[config.mk]
export PLATFORM = sky130hd
export DESIGN_NAME = qenc_emulator
export DESIGN_NICKNAME = d
export VERILOG_FILES = /design/src/rtl/qenc_pkg.sv /design/src/rtl/qenc_tick.sv /design/src/rtl/qenc_track.sv /design/src/rtl/qenc_pins.sv /design/src/rtl/qenc_emulator.sv
export SDC_FILE = /design/constraint.sdc
export NUM_CORES = 1
export LEC_CHECK = 0
export ABC_AREA = 1
export CAP_MARGIN = 20
export CORE_MARGIN = 1
export CORE_UTILIZATION = 41
export CTS_CLUSTER_SIZE = 10
export DETAILED_ROUTE_END_ITERATION = 6
export DONT_BUFFER_PORTS = 1
export PLACE_DENSITY = 0.53
export SLEW_MARGIN = 20
export SYNTH_ARGS = -nofsm -noshare
export SYNTH_HDL_FRONTEND = slang
export SYNTH_SLANG_ARGS = --single-unit
export TNS_END_PERCENT = 1
[constraint.sdc]
create_clock -name clk -period 2 [get_ports clk]
set_input_delay 0.1 -clock clk [delete_from_list [all_inputs] [get_ports clk]]
set_output_delay 0.1 -clock clk [all_outputs]
set_load 0.05 [all_outputs]
[src/rtl/qenc_pkg.sv]
package qenc_pkg;

  typedef struct packed {
    logic a;
    logic b;
    logic idx;
  } qenc_pins_t;

  // Map the two low angle bits and a zero flag to the pin levels
  function automatic qenc_pins_t qenc_encode(input logic [1:0] lsb, input logic at_zero);
    qenc_pins_t p;
    p.a   = ~lsb[1];
    p.b   = lsb[1] ^ lsb[0];
    p.idx = at_zero;
    return p;
  endfunction

endpackage

[src/rtl/qenc_tick.sv]
module qenc_tick #(
  parameter int UPD_DIV = 2
) (
  input  logic clk,
  input  logic rst,
  output logic tick_o
);
  generate
    if (UPD_DIV <= 1) begin : g_every
      assign tick_o = 1'b1;
    end else begin : g_div
      localparam int CW = $clog2(UPD_DIV);
      localparam logic [CW-1:0] LAST = CW'(UPD_DIV - 1);
      logic [CW-1:0] cnt_q;

      always_ff @(posedge clk) begin
        if (rst)                cnt_q <= '0;
        else if (cnt_q == LAST) cnt_q <= '0;
        else                    cnt_q <= cnt_q + 1'b1;
      end

      assign tick_o = (cnt_q == LAST);

      // strobes are never back to back when dividing
      a_r2_tick_spacing: assert property (@(posedge clk) disable iff (rst)
        tick_o |=> !tick_o);
    end
  endgenerate
endmodule

[src/rtl/qenc_track.sv]
module qenc_track #(
  parameter int ANG_W = 12
) (
  input  logic             clk,
  input  logic             rst,
  input  logic             tick_i,
  input  logic [ANG_W-1:0] angle_i,
  output logic             dir_o
);
  localparam logic [ANG_W-1:0] ONE = ANG_W'(1);

  logic [ANG_W-1:0] pos_q;
  logic             dir_q;
  logic             step_up, step_dn;

  assign step_up = (angle_i == pos_q + ONE);
  assign step_dn = (angle_i == pos_q - ONE);

  always_ff @(posedge clk) begin
    if (rst) begin
      pos_q <= '0;
      dir_q <= 1'b1;
    end else if (tick_i) begin
      pos_q <= angle_i;
      if (step_up)      dir_q <= 1'b1;
      else if (step_dn) dir_q <= 1'b0;
    end
  end

  assign dir_o = dir_q;

  // a sampled upward step leaves the flag high
  a_r5_dir_up: assert property (@(posedge clk) disable iff (rst)
    (tick_i && angle_i == pos_q + ONE) |=> dir_o);
  // a sampled downward step leaves the flag low
  a_r5_dir_down: assert property (@(posedge clk) disable iff (rst)
    (tick_i && angle_i == pos_q - ONE) |=> !dir_o);
  // an unchanged angle keeps the flag
  a_r6_dir_hold: assert property (@(posedge clk) disable iff (rst)
    (tick_i && angle_i == pos_q) |=> $stable(dir_o));
endmodule

[src/rtl/qenc_pins.sv]
module qenc_pins #(
  parameter int ANG_W = 12
) (
  input  logic             clk,
  input  logic             rst,
  input  logic             tick_i,
  input  logic [ANG_W-1:0] angle_i,
  output qenc_pkg::qenc_pins_t pins_o
);
  import qenc_pkg::*;

  qenc_pins_t pins_q;
  qenc_pins_t pins_d;

  assign pins_d = qenc_encode(angle_i[1:0], angle_i == '0);

  always_ff @(posedge clk) begin
    if (rst)         pins_q <= qenc_encode(2'b00, 1'b1);
    else if (tick_i) pins_q <= pins_d;
  end

  assign pins_o = pins_q;

  // the marker only appears in the A-high, B-low quarter
  a_r4_index_quarter: assert property (@(posedge clk) disable iff (rst)
    pins_o.idx |-> (pins_o.a && !pins_o.b));
endmodule

[src/rtl/qenc_emulator.sv]
module qenc_emulator #(
  parameter int ANG_W   = 12,
  parameter int UPD_DIV = 2
) (
  input  logic             clk,
  input  logic             rst,
  input  logic [ANG_W-1:0] angle_i,
  output logic             phase_a,
  output logic             phase_b,
  output logic             index,
  output logic             dir_up
);
  import qenc_pkg::*;

  logic       tick;
  qenc_pins_t pins;

  qenc_tick #(.UPD_DIV(UPD_DIV)) u_tick (
    .clk    (clk),
    .rst    (rst),
    .tick_o (tick)
  );

  qenc_track #(.ANG_W(ANG_W)) u_track (
    .clk     (clk),
    .rst     (rst),
    .tick_i  (tick),
    .angle_i (angle_i),
    .dir_o   (dir_up)
  );

  qenc_pins #(.ANG_W(ANG_W)) u_pins (
    .clk     (clk),
    .rst     (rst),
    .tick_i  (tick),
    .angle_i (angle_i),
    .pins_o  (pins)
  );

  assign phase_a = pins.a;
  assign phase_b = pins.b;
  assign index   = pins.idx;

  // nothing moves on an edge without a strobe
  a_r7_hold_between: assert property (@(posedge clk) disable iff (rst)
    !tick |=> $stable({phase_a, phase_b, index, dir_up}));
  // quadrature is Gray coded, one phase toggles at a time
  a_r7_one_phase: assert property (@(posedge clk) disable iff (rst)
    $countones({phase_a, phase_b} ^ $past({phase_a, phase_b})) <= 1);
  // reset leaves the zero-angle pattern
  a_r1_reset_state: assert property (@(posedge clk)
    rst |=> (phase_a && !phase_b && index && dir_up));
endmodule

==> summary.txt <==
Finish
  – Post-Layout Cell Count: 311
  – Layout overhead on the synthesized area: 7.61%
  – N_diodes: 0
  – Fill count: 400
  – Fin nets: 283
  – Design area: 1560 µm²
  – Layout cells sized above 1: 3.40%

Clock network
  – CTS Buf Count: 3
  – Clk Latency, worst-skew pair: 290 ps
  – Clock sinks: 17
  – CTS resizes: 0
  – Clk buf depth: 2
  – Reg clk slew, reported paths: 100 ps
  – CTS Root Cell: clkbuf_4
  – CTS HTree Levels: 1
  – TritonCTS clock tree: yes

Timing
  – Final Hold Fails: 0
  – Fmax: 565 MHz
  – Max-slew violation count: 0
  – Final min period: 1770 ps
  – Final period util: 88.6%
  – RSZ-0062 raised after global routing: no
  – Final Setup Violations: 0
  – Fin Clk Skew: 5.40 ps
  – Max-Slew Margin vs Limit: 65.4%
  – Worst-Margin Slew: 518 ps
  – Setup_tns: 0 ps

GRT
  – Pin count of the biggest net entering global routing: 13
  – Total global routing track utilization: 22.0%
  – First-pass GRT wire length: 5.96 mm
  – Initial antenna violation count: 0
  – Number of global-route vias before repair: 1248
  – Grt ovf: 0

Critical path
  – WP data arrival: 1960 ps
  – Reg-to-reg endpoint: u_track.dir_o$_SDFFE_PP1P_
  – CP Capture Type: flip-flop
  – CP max FO: 7
  – Worst R2R Setup Slack: 230 ps
  – Worst R2R Path Depth: 11
  – Critical Path RT: 2180 ps
  – FF-to-FF Start: u_track.pos_q[0]$_SDFFE_PP0P_
  – Startpoint types: flip-flop
  – Kind of critical path: flip-flop to flip-flop

Worst hold path
  – Type of the most critical hold path: input pin to flip-flop
  – Worst hold stages: 2
  – Origin of the worst min-delay path: angle_i[11]
  – Hold path endpoint: u_track.pos_q[11]$_SDFFE_PP0P_

Power
  – Overall power: 862 µW
  – PwrDens: 553 nW/µm²
  – Peak VDD IR: 0.329 mV
  – Leakage: 0.794 nW

Synth
  – Dominant cell type by area after synthesis: nand2_1
  – Yosys Warn Count: 0
  – Main synth FF type: dfxtp_1
  – Synth top area cells: nand2_1 27%, dfxtp_1 24%, inv_1 9.9%
  – FFs w/ async S/R, synth: 0%
  – Cells after Synth: 260
  – Yosys top cell area share: 27.0%
  – Count leader, synth: nand2_1
  – Number of synthesized register bits: 17
  – Synth Area per Inst: 5.57 µm²
  – Post-synthesis cell area: 1450 µm²
  – Seq/Total Area, Yosys: 23.5%
  – Number of flops mapped to enable cells by yosys: 0
  – Synth top cells by count: 104 x nand2_1, 38 x inv_1, 31 x nor2_1
  – Synth cell types: 20
  – Syn Nets: 277

Die
  – Die X: 61.4 µm
  – Die area: 3770 µm²
  – Core Area: 3360 µm²
  – Die Ht: 61.4 µm
  – IO Count: 18
  – Initial Utilization: 43.0%
  – Row count: 21

Drt
  – DRT antenna net count: 0
  – Final WL: 3.75 mm
  – Post-DR wirelength/cell: 12.1 µm
  – Vias per cell: 4.87
  – Drt drc: 0
  – TritonRoute pass-1 iters: 4
  – DR iter-0 viols: 110
  – Vias: 1515

Placement
  – Port Buffers: 0
  – Post-DP HPWL: 3.02 mm
  – GPL Wtd Cong: 0.808
  – Cell Count Post-Placement: 303
  – Placed cell area: 1490 µm²

Outcome
  – Status: complete, no violations

Flow run
  – MaxCap Viol Count: 0
-- timing repair --
| action | 4_1_cts | 5_1_grt |
|---|---|---|
| hold endpoints to repair | 8 | 0 |
| buffers inserted | 0 | 0 |
| setup endpoints to repair | 0 | 0 |
| hold buffers | 4 | 0 |
-- worst max-delay path: stages, from the launching register on --
cell	delay, ps
dfxtp_1	360
inv_1	190
ha_1	280
nand2_1	130
nor2_1	180
nand2_1	100
nand3_1	90
nand2_1	50
nor2_1	100
nand3_1	80
nand2_1	60
nand2_1	60
-- power breakdown --
group	switching (mW)	total [mW]	internal [mW]
clock	0.106	0.183	0.0774
combinational	0.172	0.274	0.101
sequential	0.0455	0.405	0.359
-- layout by cell type (no fill, tap or decap) --
master / synthesis / layout
dlygate4sd3_1: 0 / 4
o31ai_1: 1 / 1
nand3b_1: 3 / 3
o22a_1: 1 / 1
clkbuf_4: 0 / 3
clkbuf_1: 2 / 1
inv_1: 38 / 38
nand4_1: 8 / 8
ha_1: 3 / 3
o22ai_1: 10 / 10
a21oi_1: 3 / 3
nor2_2: 2 / 2
nand3_1: 19 / 19
xor2_1: 4 / 4
dfxtp_1: 17 / 17
nand2_1: 104 / 104
nor2_4: 2 / 2
buf_4: 0 / 2
o21ai_0: 5 / 5
xnor2_1: 4 / 4
nor2_1: 31 / 31
-- kinds of logic (layout without fill, tap and decap cells) --
group | after synthesis | count (layout) | synth area share [%]
flops | 17 | 17 | 23.5
xor+xnor | 8 | 8 | 4.84
buf+inv | 43 | 48 | 11.8
fa+ha+maj | 3 | 3 | 2.59
compound gates | 20 | 20 | 8.21
simple gates | 169 | 169 | 49.0
-- how the worst max path moves through the flow --
stage / from / end / slack (ps) / cells past startpoint
detailed placement: u_track.pos_q[0]$_SDFFE_PP0P_ / u_track.dir_o$_SDFFE_PP1P_ / 280 / 11
floorplan: u_track.pos_q[0]$_SDFFE_PP0P_ / u_track.dir_o$_SDFFE_PP1P_ / 460 / 11
global route: u_track.pos_q[0]$_SDFFE_PP0P_ / u_track.dir_o$_SDFFE_PP1P_ / 50 / 11
global placement: u_track.pos_q[0]$_SDFFE_PP0P_ / u_track.dir_o$_SDFFE_PP1P_ / 270 / 11
finish: u_track.pos_q[0]$_SDFFE_PP0P_ / u_track.dir_o$_SDFFE_PP1P_ / 230 / 11
CTS: u_track.pos_q[0]$_SDFFE_PP0P_ / u_track.dir_o$_SDFFE_PP1P_ / 240 / 11
-- final cells by class --
class	count	area [µm²]	area share [%]
inverters	38	143	9.16
multi-input cells	200	936	60.1
clock buffers	4	26.3	1.69
flip-flops and latches	17	340	21.8
repair buffers	6	55.1	3.53
well taps	46	57.6	3.69
-- through the flow --
step	setup slack (ps)	util [%]	hold slack, ps
floorplan	464	-	198
global placement	266	44.3	202
detailed placement	284	44.3	206
CTS	244	46.3	0.710
global route	47.3	46.3	12.9
finish	229	46.3	6.47
-- per-layer routing --
metal	vias up	routed length (µm)	GRT usage (%)	part of all wire (%)
met5	-	0	0	0
met2	31	1640	31.7	44
met3	0	201	2.94	5.4
met4	0	0	5.71	0
met1	659	1910	34.1	51
li1	825	-	-	-
-- registers in the layout, summed over array words and instances, names as in the netlist --
name           flops
u_track.pos_q     12
u_tick.tick_o      1
u_track.dir_o      1
u_pins.pins_o      3
Power figures use the tool's default switching activity.
